## src/rtl/mds_pkg.sv

```systemverilog
package mds_pkg;

  // Strobes from the sequencer control to the arithmetic datapath.
  typedef struct packed {
    logic load;    // capture operands, clear work registers
    logic step;    // advance the iteration by one cycle's worth of bits
    logic finish;  // commit the next-state result to the output words
    logic isDiv;   // operation under way (or being loaded) is a divide
  } mdsStrobe_t;

endpackage

```

## src/rtl/mds_ctrl.sv

```systemverilog
module mds_ctrl #(
  parameter int MUL_CYC = 5,
  parameter int DIV_CYC = 10
) (
  input  logic               clk,
  input  logic               rstN,
  input  logic               startIn,
  input  logic               opDiv,
  input  logic               abortIn,
  output logic               busyOut,
  output logic               bubbleOut,
  output logic               doneOut,
  output mds_pkg::mdsStrobe_t stb
);

  localparam int MAXC = (DIV_CYC > MUL_CYC) ? DIV_CYC : MUL_CYC;
  localparam int CW   = (MAXC > 2) ? $clog2(MAXC) : 1;

  logic          busyQ;
  logic          doneQ;
  logic          opQ;
  logic [CW-1:0] cntQ;
  logic          accept;
  logic          lastCyc;

  assign accept  = startIn & ~busyQ;
  assign lastCyc = busyQ & ~abortIn & (cntQ == CW'(1));

  always_ff @(posedge clk) begin
    if (!rstN) begin
      busyQ <= 1'b0;
      doneQ <= 1'b0;
      opQ   <= 1'b0;
      cntQ  <= '0;
    end else begin
      doneQ <= lastCyc;
      if (accept) begin
        busyQ <= 1'b1;
        opQ   <= opDiv;
        cntQ  <= opDiv ? CW'(DIV_CYC - 1) : CW'(MUL_CYC - 1);
      end else if (busyQ) begin
        if (abortIn || lastCyc) begin
          busyQ <= 1'b0;
        end else begin
          cntQ <= cntQ - CW'(1);
        end
      end
    end
  end

  always_comb begin
    stb.load   = accept;
    stb.step   = busyQ & ~abortIn;
    stb.finish = lastCyc;
    stb.isDiv  = accept ? opDiv : opQ;
  end

  assign busyOut   = busyQ;
  assign bubbleOut = busyQ & ~abortIn;
  assign doneOut   = doneQ;

  // done is a single-cycle pulse
  assert_done_pulse_R2: assert property (@(posedge clk) disable iff (!rstN)
    doneQ |=> !doneQ);

  // abort during a busy cycle frees the engine and suppresses done
  assert_abort_clears_R8: assert property (@(posedge clk) disable iff (!rstN)
    (busyQ && abortIn) |=> (!busyQ && !doneQ));

  // busy ends without abort only by completing
  assert_fall_means_done_R3: assert property (@(posedge clk) disable iff (!rstN)
    (busyQ && !abortIn) |=> (busyQ || doneQ));

  // a start while busy neither restarts nor changes the opcode
  assert_start_ignored_R9: assert property (@(posedge clk) disable iff (!rstN)
    (busyQ && startIn && !abortIn && cntQ != CW'(1)) |=> (busyQ && $stable(opQ)));

  // a bubble is never requested in an abort cycle
  assert_no_bubble_abort_R4: assert property (@(posedge clk) disable iff (!rstN)
    abortIn |-> !bubbleOut);

endmodule

```

## src/rtl/mds_dp.sv

```systemverilog
module mds_dp #(
  parameter int WIDTH   = 16,
  parameter int MUL_CYC = 5,
  parameter int DIV_CYC = 10
) (
  input  logic                clk,
  input  logic                rstN,
  input  mds_pkg::mdsStrobe_t stb,
  input  logic [WIDTH-1:0]    opA,
  input  logic [WIDTH-1:0]    opB,
  output logic [WIDTH-1:0]    resHi,
  output logic [WIDTH-1:0]    resLo,
  output logic                divErr
);

  // Bits retired per cycle, sized so the iteration fits the cycle budget.
  localparam int MB = (WIDTH + MUL_CYC - 2) / (MUL_CYC - 1);
  localparam int DB = (WIDTH + DIV_CYC - 2) / (DIV_CYC - 1);
  localparam int BW = $clog2(WIDTH + 1);
  localparam int PW = 2 * WIDTH;

  // multiply work state
  logic [PW-1:0]    accQ, mcQ;
  logic [WIDTH-1:0] mpQ;
  logic [PW-1:0]    accN, mcN;
  logic [WIDTH-1:0] mpN;

  // divide work state
  logic [WIDTH-1:0] remQ, quoQ, dvsQ, dendQ;
  logic [BW-1:0]    leftQ;
  logic [WIDTH-1:0] remN, quoN;
  logic [BW-1:0]    leftN;
  logic [WIDTH:0]   trial;
  logic             qBit;

  // shift-and-add multiply, MB bits per cycle
  always_comb begin
    accN = accQ;
    mcN  = mcQ;
    mpN  = mpQ;
    for (int j = 0; j < MB; j++) begin
      if (mpN[0]) accN = accN + mcN;
      mcN = mcN << 1;
      mpN = mpN >> 1;
    end
  end

  // restoring divide, DB bits per cycle, stops after WIDTH bits
  always_comb begin
    remN  = remQ;
    quoN  = quoQ;
    leftN = leftQ;
    trial = '0;
    qBit  = 1'b0;
    for (int j = 0; j < DB; j++) begin
      if (leftN != '0) begin
        trial = {remN, quoN[WIDTH-1]};
        if (trial >= {1'b0, dvsQ}) begin
          trial = trial - {1'b0, dvsQ};
          qBit  = 1'b1;
        end else begin
          qBit  = 1'b0;
        end
        remN  = trial[WIDTH-1:0];
        quoN  = {quoN[WIDTH-2:0], qBit};
        leftN = leftN - BW'(1);
      end
    end
  end

  always_ff @(posedge clk) begin
    if (!rstN) begin
      accQ  <= '0;
      mcQ   <= '0;
      mpQ   <= '0;
      remQ  <= '0;
      quoQ  <= '0;
      dvsQ  <= '0;
      dendQ <= '0;
      leftQ <= '0;
    end else if (stb.load) begin
      accQ  <= '0;
      mcQ   <= {{WIDTH{1'b0}}, opA};
      mpQ   <= opB;
      remQ  <= '0;
      quoQ  <= opA;
      dvsQ  <= opB;
      dendQ <= opA;
      leftQ <= BW'(WIDTH);
    end else if (stb.step) begin
      if (stb.isDiv) begin
        remQ  <= remN;
        quoQ  <= quoN;
        leftQ <= leftN;
      end else begin
        accQ <= accN;
        mcQ  <= mcN;
        mpQ  <= mpN;
      end
    end
  end

  always_ff @(posedge clk) begin
    if (!rstN) begin
      resHi  <= '0;
      resLo  <= '0;
      divErr <= 1'b0;
    end else if (stb.finish) begin
      if (stb.isDiv) begin
        if (dvsQ == '0) begin
          resHi  <= dendQ;
          resLo  <= '1;
          divErr <= 1'b1;
        end else begin
          resHi  <= remN;
          resLo  <= quoN;
          divErr <= 1'b0;
        end
      end else begin
        resHi  <= accN[PW-1:WIDTH];
        resLo  <= accN[WIDTH-1:0];
        divErr <= 1'b0;
      end
    end
  end

  // result words move only when a result is committed
  assert_hold_R11: assert property (@(posedge clk) disable iff (!rstN)
    !stb.finish |=> ($stable(resHi) && $stable(resLo) && $stable(divErr)));

  // a committed remainder is below its nonzero divisor
  assert_rem_bound_R6: assert property (@(posedge clk) disable iff (!rstN)
    (stb.finish && stb.isDiv && dvsQ != '0) |=> (resHi < $past(dvsQ)));

  // the error flag always comes with an all-ones quotient
  assert_div_zero_R7: assert property (@(posedge clk) disable iff (!rstN)
    divErr |-> (resLo == '1));

  // a multiply commit never reports an error
  assert_mul_no_err_R5: assert property (@(posedge clk) disable iff (!rstN)
    (stb.finish && !stb.isDiv) |=> !divErr);

endmodule

```

## src/rtl/mulDivSeq.sv

```systemverilog
module mulDivSeq #(
  parameter int WIDTH   = 16,
  parameter int MUL_CYC = 5,
  parameter int DIV_CYC = 10
) (
  input  logic             clk,
  input  logic             rstN,
  input  logic             startIn,
  input  logic             opDiv,
  input  logic [WIDTH-1:0] opA,
  input  logic [WIDTH-1:0] opB,
  input  logic             abortIn,
  output logic             busyOut,
  output logic             bubbleOut,
  output logic             doneOut,
  output logic [WIDTH-1:0] resHi,
  output logic [WIDTH-1:0] resLo,
  output logic             divErr
);

  mds_pkg::mdsStrobe_t stb;

  mds_ctrl #(
    .MUL_CYC(MUL_CYC),
    .DIV_CYC(DIV_CYC)
  ) uCtrl (
    .clk      (clk),
    .rstN     (rstN),
    .startIn  (startIn),
    .opDiv    (opDiv),
    .abortIn  (abortIn),
    .busyOut  (busyOut),
    .bubbleOut(bubbleOut),
    .doneOut  (doneOut),
    .stb      (stb)
  );

  mds_dp #(
    .WIDTH  (WIDTH),
    .MUL_CYC(MUL_CYC),
    .DIV_CYC(DIV_CYC)
  ) uDp (
    .clk   (clk),
    .rstN  (rstN),
    .stb   (stb),
    .opA   (opA),
    .opB   (opB),
    .resHi (resHi),
    .resLo (resLo),
    .divErr(divErr)
  );

endmodule

```

## config.mk

```make
export PLATFORM = sky130hd
export DESIGN_NAME = mulDivSeq
export DESIGN_NICKNAME = d
export VERILOG_FILES = /design/src/rtl/mds_pkg.sv /design/src/rtl/mds_ctrl.sv /design/src/rtl/mds_dp.sv /design/src/rtl/mulDivSeq.sv
export SDC_FILE = /design/constraint.sdc
export NUM_CORES = 1
export LEC_CHECK = 0
export CORE_MARGIN = 2
export CORE_UTILIZATION = 60
export CTS_BUF_LIST = sky130_fd_sc_hd__clkbuf_4 sky130_fd_sc_hd__clkbuf_8
export CTS_CLUSTER_DIAMETER = 50
export DETAILED_ROUTE_END_ITERATION = 10
export PLACE_DENSITY = 0.76
export SYNTH_ARGS = -nofsm -noshare
export SYNTH_HDL_FRONTEND = slang
export SYNTH_SLANG_ARGS = --single-unit
export TNS_END_PERCENT = 10
```

## constraint.sdc

```tcl
create_clock -name clk -period 26.5 [get_ports clk]
set_input_delay 5.3 -clock clk [delete_from_list [all_inputs] [get_ports clk]]
set_output_delay 5.3 -clock clk [all_outputs]
set_load 0.05 [all_outputs]
```

==> results of run 1 <==
## area by class of cell
| class | count | area (um^2) |
|---|---|---|
| Clock buffer | 18 | 248 |
| Clock inverter | 13 | 201 |
| Fill cell | 2601 | 9850 |
| Inverter | 96 | 360 |
| Multi-Input combinational cell | 1963 | 12600 |
| Sequential cell | 189 | 3790 |
| Tap cell | 384 | 480 |
| Timing Repair Buffer | 95 | 893 |
## power by group
group	leakage (nW)	internal (W)	switching, W
clock	0.229	0.000100	0.000121
combinational	6.35	0.000112	0.000186
sequential	1.54	0.000295	0.0000144
## cell families after synthesis
logic type / after synthesis / synth area share
compound gates: 817 / 0.299
xor+xnor: 126 / 0.0649
fa+ha+maj: 170 / 0.126
buf+inv: 215 / 0.0472
flops: 189 / 0.220
mux: 69 / 0.0428
simple gates: 781 / 0.200
## critical path, cell delays in order
cell and delay [ns]:
clkdlybuf4s50_1 0.39, nand2b_1 0.25, inv_1 0.18, clkdlybuf4s50_1 0.83
## sequential cells by signal, indices dropped and copies added, names as in the netlist, 4 cells and up
signal	cells
uDp.mcQ	32
uDp.resHi	16
uCtrl.cntQ	4
uDp.mpQ	16
uDp.remQ	16
uDp.dendQ	16
uDp.dvsQ	16
uDp.resLo	16
uDp.quoQ	16
uDp.leftQ	5
uDp.accQ	32
## metrics by stage
step	cells	cell area (um^2)	worst slack [ns]	power, W
4_1_cts	2758	18600	14.24	0.000823
3_3_place_gp	2727	18200	14.27	0.000601
5_1_grt	2758	18600	14.18	0.000870
3_5_place_dp	2727	18200	14.25	0.000607
6_report	2758	18600	14.24	0.000830
2_1_floorplan	2367	17200	15.32	0.000533
## worst max path at each step
stage | to | slack (ns) | depth (start not counted)
CTS | bubbleOut | 14.24 | 4
detailed placement | bubbleOut | 14.25 | 4
global route | bubbleOut | 14.18 | 4
floorplan | bubbleOut | 15.32 | 2
global placement | bubbleOut | 14.27 | 4
finish | bubbleOut | 14.24 | 4
## layer usage
layer	wire [um]	track usage	vias to the layer above	part of all wire
met4	2340	0.160	0	0.043
met2	24500	0.584	703	0.45
met3	3600	0.0382	136	0.067
met1	23500	0.461	8109	0.43
li1	-	-	8545	-
met5	0	0	-	0
## cells in the final DEF (no fill, tap or decap), drive strengths merged, types with 18 or more instances in the layout
| cell type | instances |
|---|---|
| a211oi | 37 |
| a21o | 76 |
| a21oi | 291 |
| a221oi | 18 |
| a31oi | 46 |
| and2 | 19 |
| buf | 23 |
| clkbuf | 18 |
| clkdlybuf4s50 | 72 |
| dfxtp | 189 |
| ha | 164 |
| inv | 101 |
| mux2 | 37 |
| mux2i | 32 |
| nand2 | 342 |
| nand2b | 25 |
| nand3 | 47 |
| nor2 | 217 |
| nor3 | 32 |
| o211ai | 20 |
| o21a | 33 |
| o21ai | 149 |
| o21bai | 21 |
| xnor2 | 88 |
| xor2 | 37 |
==> metrics.md, run 1 <==
| Metric | Value |
|---|---|
| Status | `finished clean` |
| GRT Residual Overflow | `0` |
| Routed Antenna Nets | `0` |
| Ant. Diodes | `0` |
| DRT Pass-1 Iters | `6` |
| Full die area | `0.0301 mm^2` |
| Clk_lat worst skew | `approximately 0.5 ns` |
| Buffers on Ports | `72` |
| Yosys warnings | `0` |
| Max Fanout on Critical Path | `5` |
| F_max | `around 80 MHz` |
| R2R Path End | `uDp.accQ[31]$_SDFFE_PP0P_` |
| Row count | `62` |
| Via count | `around 17k` |
| Ranking of synthesized cells by area | `dfxtp_1 22%, ha_1 12%, a21oi_1 8.4%` |
| Post-layout net count | `between 2k and 3k` |
| Post-synth EDFFs | `0` |
| Slew headroom | `0.204` |
| Worst hold-check path type | `flip-flop to flip-flop` |
| WP data required | `between 20 and 25 ns` |
| Chip width | `173 um` |
| Routability cong. | `0.980` |
| Initial Util | `0.605` |
| Initial antenna violation count | `0` |
| Hold Path Depth | `2` |
| Slew Viols, Final | `0` |
| Post-CTS Resized | `0` |
| Num CTS Buffers | `17` |
| Area leader, netlist | `dfxtp_1` |
| Detailed Route Iter0 Violations | `1648` |
| Synth top area share | `0.220` |
| Post-Syn Instances | `between 2k and 2.5k` |
| Post-route minimum period | `about 12 ns` |
| CTS Sinks | `189` |
| HP Start | `uDp.resHi[12]$_SDFFE_PN0P_` |
| RR Startpoint | `uDp.mcQ[1]$_SDFFE_PN0P_` |
| CP Launch Point | `abortIn` |
| Most numerous cell in the Yosys netlist | `nand2_1` |
| Worst Reg-to-Reg Cells | `41` |
| Startpoint Class | `input pin` |
| CTS max path bufs | `2` |
| Core Box Area | `about 0.028 mm^2` |
| Sequential share of the synthesized area | `0.220` |
| Final Hold Fails | `0` |
| Max Cap Viol | `0` |
| Count of final setup violators | `0` |
| FF+latch count, synth | `189` |
| Ports | `73` |
| List of most frequent post-synthesis cells | `342 x nand2_1, 290 x a21oi_1, 216 x nor2_1` |
| Static Leakage | `slightly above 8 nW` |
| Largest net degree at the start of global routing | `97` |
| IR drop worst, VDD | `around 0.047 mV` |
| Setup_tns | `0 ns` |
| Share of layout cells above drive strength 1 | `0.0518` |
| Mapped cell area | `roughly 0.017 mm^2` |
| Post-Route Utilization | `0.654` |
| CTS tree | `yes` |
| Clock root buffer | `clkbuf_8` |
| R2R setup slack | `roughly 17 ns` |
| Async SR Flop Fraction | `0` |
| Hold Path End | `uDp.resHi[12]$_SDFFE_PN0P_` |
| Unique masters post-synth | `82` |
| Vias in the first global route | `16.5k` |
| First-pass GRT wire length | `around 85000 um` |
| Max Clock Skew | `around 0.02 ns` |
| Htree depth | `4` |
| Critical Path AT | `roughly 7.0 ns` |
| Worst-margin pin slew | `between 1 and 1.5 ns` |
| Routed WL | `~54000 um` |
| Setup repair bufs after CTS | `0` |
| Die Span Y | `approximately 170 um` |
| Mean post-synth cell area | `7.28 um^2` |
| Hold_ws | `between 0.4 and 0.5 ns` |
| DR DRC count | `0` |
| Cts hold-fix bufs | `0` |
| Critical path class | `input pin to output port` |
| Post-synthesis net count | `about 2.6k` |
| WL/cell | `between 15 and 20 um` |
| HPWL after DPL | `a little over 40000 um` |
| Clock transition at path regs | `0.10 ns` |
| Critical Path Sink Type | `output port` |
| Via-to-Cell Ratio | `~6.3` |
| PD cells | `~45 mW/mm^2` |
| Syn-to-layout area delta | `8.12%` |
| RSZ-0062 raised after global routing | `no` |
| Crit share post-route | `0.462` |
| Prevailing post-synth register cell | `dfxtp_1` |
| Total Routing Usage GR | `0.352` |
No activity file was read; power rests on OpenSTA's default activity.
==> run 2: changes to the inputs <==
clock period = 12.1 ns   (was 26.5 ns; I/O delays follow)
==> metrics.md, run 2 (synthesis results as in run 1) <==
| Metric | Value |
|---|---|
| Status | `finished clean` |
| PD cells | `a little under 100 mW/mm^2` |
| Post-route minimum period | `9.38 ns` |
| CTS max path bufs | `2` |
| Htree depth | `4` |
| Detailed Route Iter0 Violations | `roughly 1.6k` |
| F_max | `approximately 110 MHz` |
| Sw Share | `0.402` |
| Setup_tns | `0 ns` |
| Worst path slowest cell | `dfxtp_1` |
| HP Start | `uDp.mpQ[13]$_SDFFE_PN0P_` |
| GRT Residual Overflow | `0` |
| Worst Reg-to-Reg Cells | `39` |
| Max Fanout on Critical Path | `8` |
| RSZ-0062 raised after global routing | `no` |
| WP data required | `approximately 12 ns` |
| Commonest cells after routing, fill and taps aside | `341 x nand2_1, 290 x a21oi_1, 214 x nor2_1` |
| Max Clock Skew | `~0.032 ns` |
| RR Startpoint | `uDp.mcQ[1]$_SDFFE_PN0P_` |
| Ports | `between 70 and 80` |
| Clk_lat worst skew | `between 0.5 and 0.6 ns` |
| Cts hold-fix bufs | `0` |
| Critical path class | `flip-flop to flip-flop` |
| Routability cong. | `just under 1` |
| Critical Path Sink Type | `flip-flop` |
| Buffers on Ports | `a little over 70` |
| Routed Antenna Nets | `0` |
| Share of layout cells above drive strength 1 | `0.0522` |
| Syn-to-layout area delta | `8.04%` |
| Post-CTS Resized | `0` |
| Startpoint Class | `flip-flop` |
| Count of final setup violators | `0` |
| Switch Pwr | `0.000723 W` |
| Via count | `about 18k` |
| Slew headroom | `0.250` |
| IR drop worst, VDD | `approximately 0.080 mV` |
| Static Leakage | `about 8.1 nW` |
| Die Span Y | `about 170 um` |
| Slew Viols, Final | `0` |
| Vias in the first global route | `between 15k and 20k` |
| Hold Path Depth | `2` |
| Comb pwr share | `0.368` |
| Largest net degree at the start of global routing | `97` |
| Slowest stage delay, CP | `roughly 0.57 ns` |
| Chip width | `approximately 170 um` |
| DRT Pass-1 Iters | `6` |
| Full die area | `~0.03 mm^2` |
| Crit share post-route | `0.775` |
| Initial Util | `0.605` |
| Post-Route Utilization | `0.653` |
| Commonest non-fill, non-tap cell in the layout | `nand2_1` |
| CTS Sinks | `189` |
| Ant. Diodes | `0` |
| HPWL after DPL | `between 40000 and 50000 um` |
| Total Routing Usage GR | `0.355` |
| Hold Path End | `uDp.mpQ[13]$_SDFFE_PN0P_` |
| Fill count | `2636` |
| Top Registers | `uDp.accQ x32, uDp.mcQ x32` |
| Max Cap Viol | `0` |
| R2R setup slack | `approximately 2.7 ns` |
| DR DRC count | `0` |
| Worst-margin pin slew | `between 1 and 1.5 ns` |
| Sequential share of power | `0.377` |
| Setup repair bufs after CTS | `0` |
| Worst hold-check path type | `flip-flop to flip-flop` |
| Via-to-Cell Ratio | `between 6 and 7` |
| Row count | `62` |
| CTS tree | `yes` |
| Post-layout net count | `2569` |
| Num CTS Buffers | `17` |
| Critical Path AT | `slightly below 10 ns` |
| Pint | `roughly 0.0011 W` |
| Final Hold Fails | `0` |
| Clk pwr share | `0.256` |
| R2R Path End | `uDp.accQ[31]$_SDFFE_PP0P_` |
| Clock transition at path regs | `0.13 ns` |
| Routed WL | `between 50000 and 60000 um` |
| Initial antenna violation count | `0` |
| WL/cell | `around 20 um` |
| Clock root buffer | `clkbuf_8` |
| Core Box Area | `0.0285 mm^2` |
| First-pass GRT wire length | `86200 um` |
[run 2: cell count changes in the layout (fill, tap and decap cells not counted), sizes merged]
cell,previous run,this run
inv,101,99
clkinv,5,8
bufinv,3,1
clkinvlp,0,2
[run 2: metrics by stage]
step	setup slack (ns)	power (W)	cell area [um^2]	hold slack [ns]	instances
after floorplan	3.79	0.00117	17200	0.433	2367
after global placement	3.20	0.00132	18200	0.443	2727
after detailed placement	2.92	0.00133	18200	0.447	2727
after CTS	2.82	0.00179	18600	0.465	2759
after global routing	2.09	0.00189	18600	0.480	2759
final	2.72	0.00180	18600	0.463	2759
[run 2: per-layer routing]
| layer | vias up | track usage | part of all wire |
|---|---|---|---|
| li1 | 8553 | - | - |
| met1 | 8231 | 0.465 | 0.43 |
| met2 | 788 | 0.585 | 0.45 |
| met3 | 133 | 0.0478 | 0.078 |
| met4 | 0 | 0.160 | 0.043 |
| met5 | - | 0 | 0 |
[run 2: worst max-delay path by stage]
stage                                        from                          to
after floorplan           uDp.mcQ[1]$_SDFFE_PN0P_  uDp.resHi[15]$_SDFFE_PN0P_
final                     uDp.mcQ[1]$_SDFFE_PN0P_   uDp.accQ[31]$_SDFFE_PP0P_
after global routing      uDp.mcQ[1]$_SDFFE_PN0P_   uDp.accQ[31]$_SDFFE_PP0P_
after detailed placement  uDp.mcQ[1]$_SDFFE_PN0P_   uDp.accQ[31]$_SDFFE_PP0P_
after global placement    uDp.mcQ[1]$_SDFFE_PN0P_   uDp.accQ[31]$_SDFFE_PP0P_
after CTS                 uDp.mcQ[1]$_SDFFE_PN0P_   uDp.accQ[31]$_SDFFE_PP0P_
[run 2: power groups by stage]
stage                     logic [W]  clock network (W)  registers, W
final                      0.000661           0.000460      0.000677
after global routing       0.000724           0.000487      0.000680
after CTS                  0.000646           0.000464      0.000676
after detailed placement   0.000643                  0      0.000690
after global placement     0.000628                  0      0.000689
after floorplan            0.000484                  0      0.000684
[run 2: area by class of cell]
cell class / instances / area [um^2] / area share
Clock inverter: 14 / 194 / 0.0104
Clock buffer: 18 / 241 / 0.0130
Tap cell: 384 / 480 / 0.0258
Inverter: 96 / 360 / 0.0194
Timing Repair Buffer: 95 / 893 / 0.0480
Multi-Input combinational cell: 1963 / 12600 / 0.680
Sequential cell: 189 / 3790 / 0.204
[run 2: worst max-delay path, delay by kind of cell (launching register included)]
| family | cells | cell delay, ns |
|---|---|---|
| flops | 1 | 0.57 |
| xor+xnor | 3 | 0.50 |
| buf+inv | 1 | 0.21 |
| fa+ha+maj | 4 | 1.56 |
| simple gates | 11 | 1.87 |
| mux | 3 | 0.83 |
| compound gates | 17 | 3.69 |
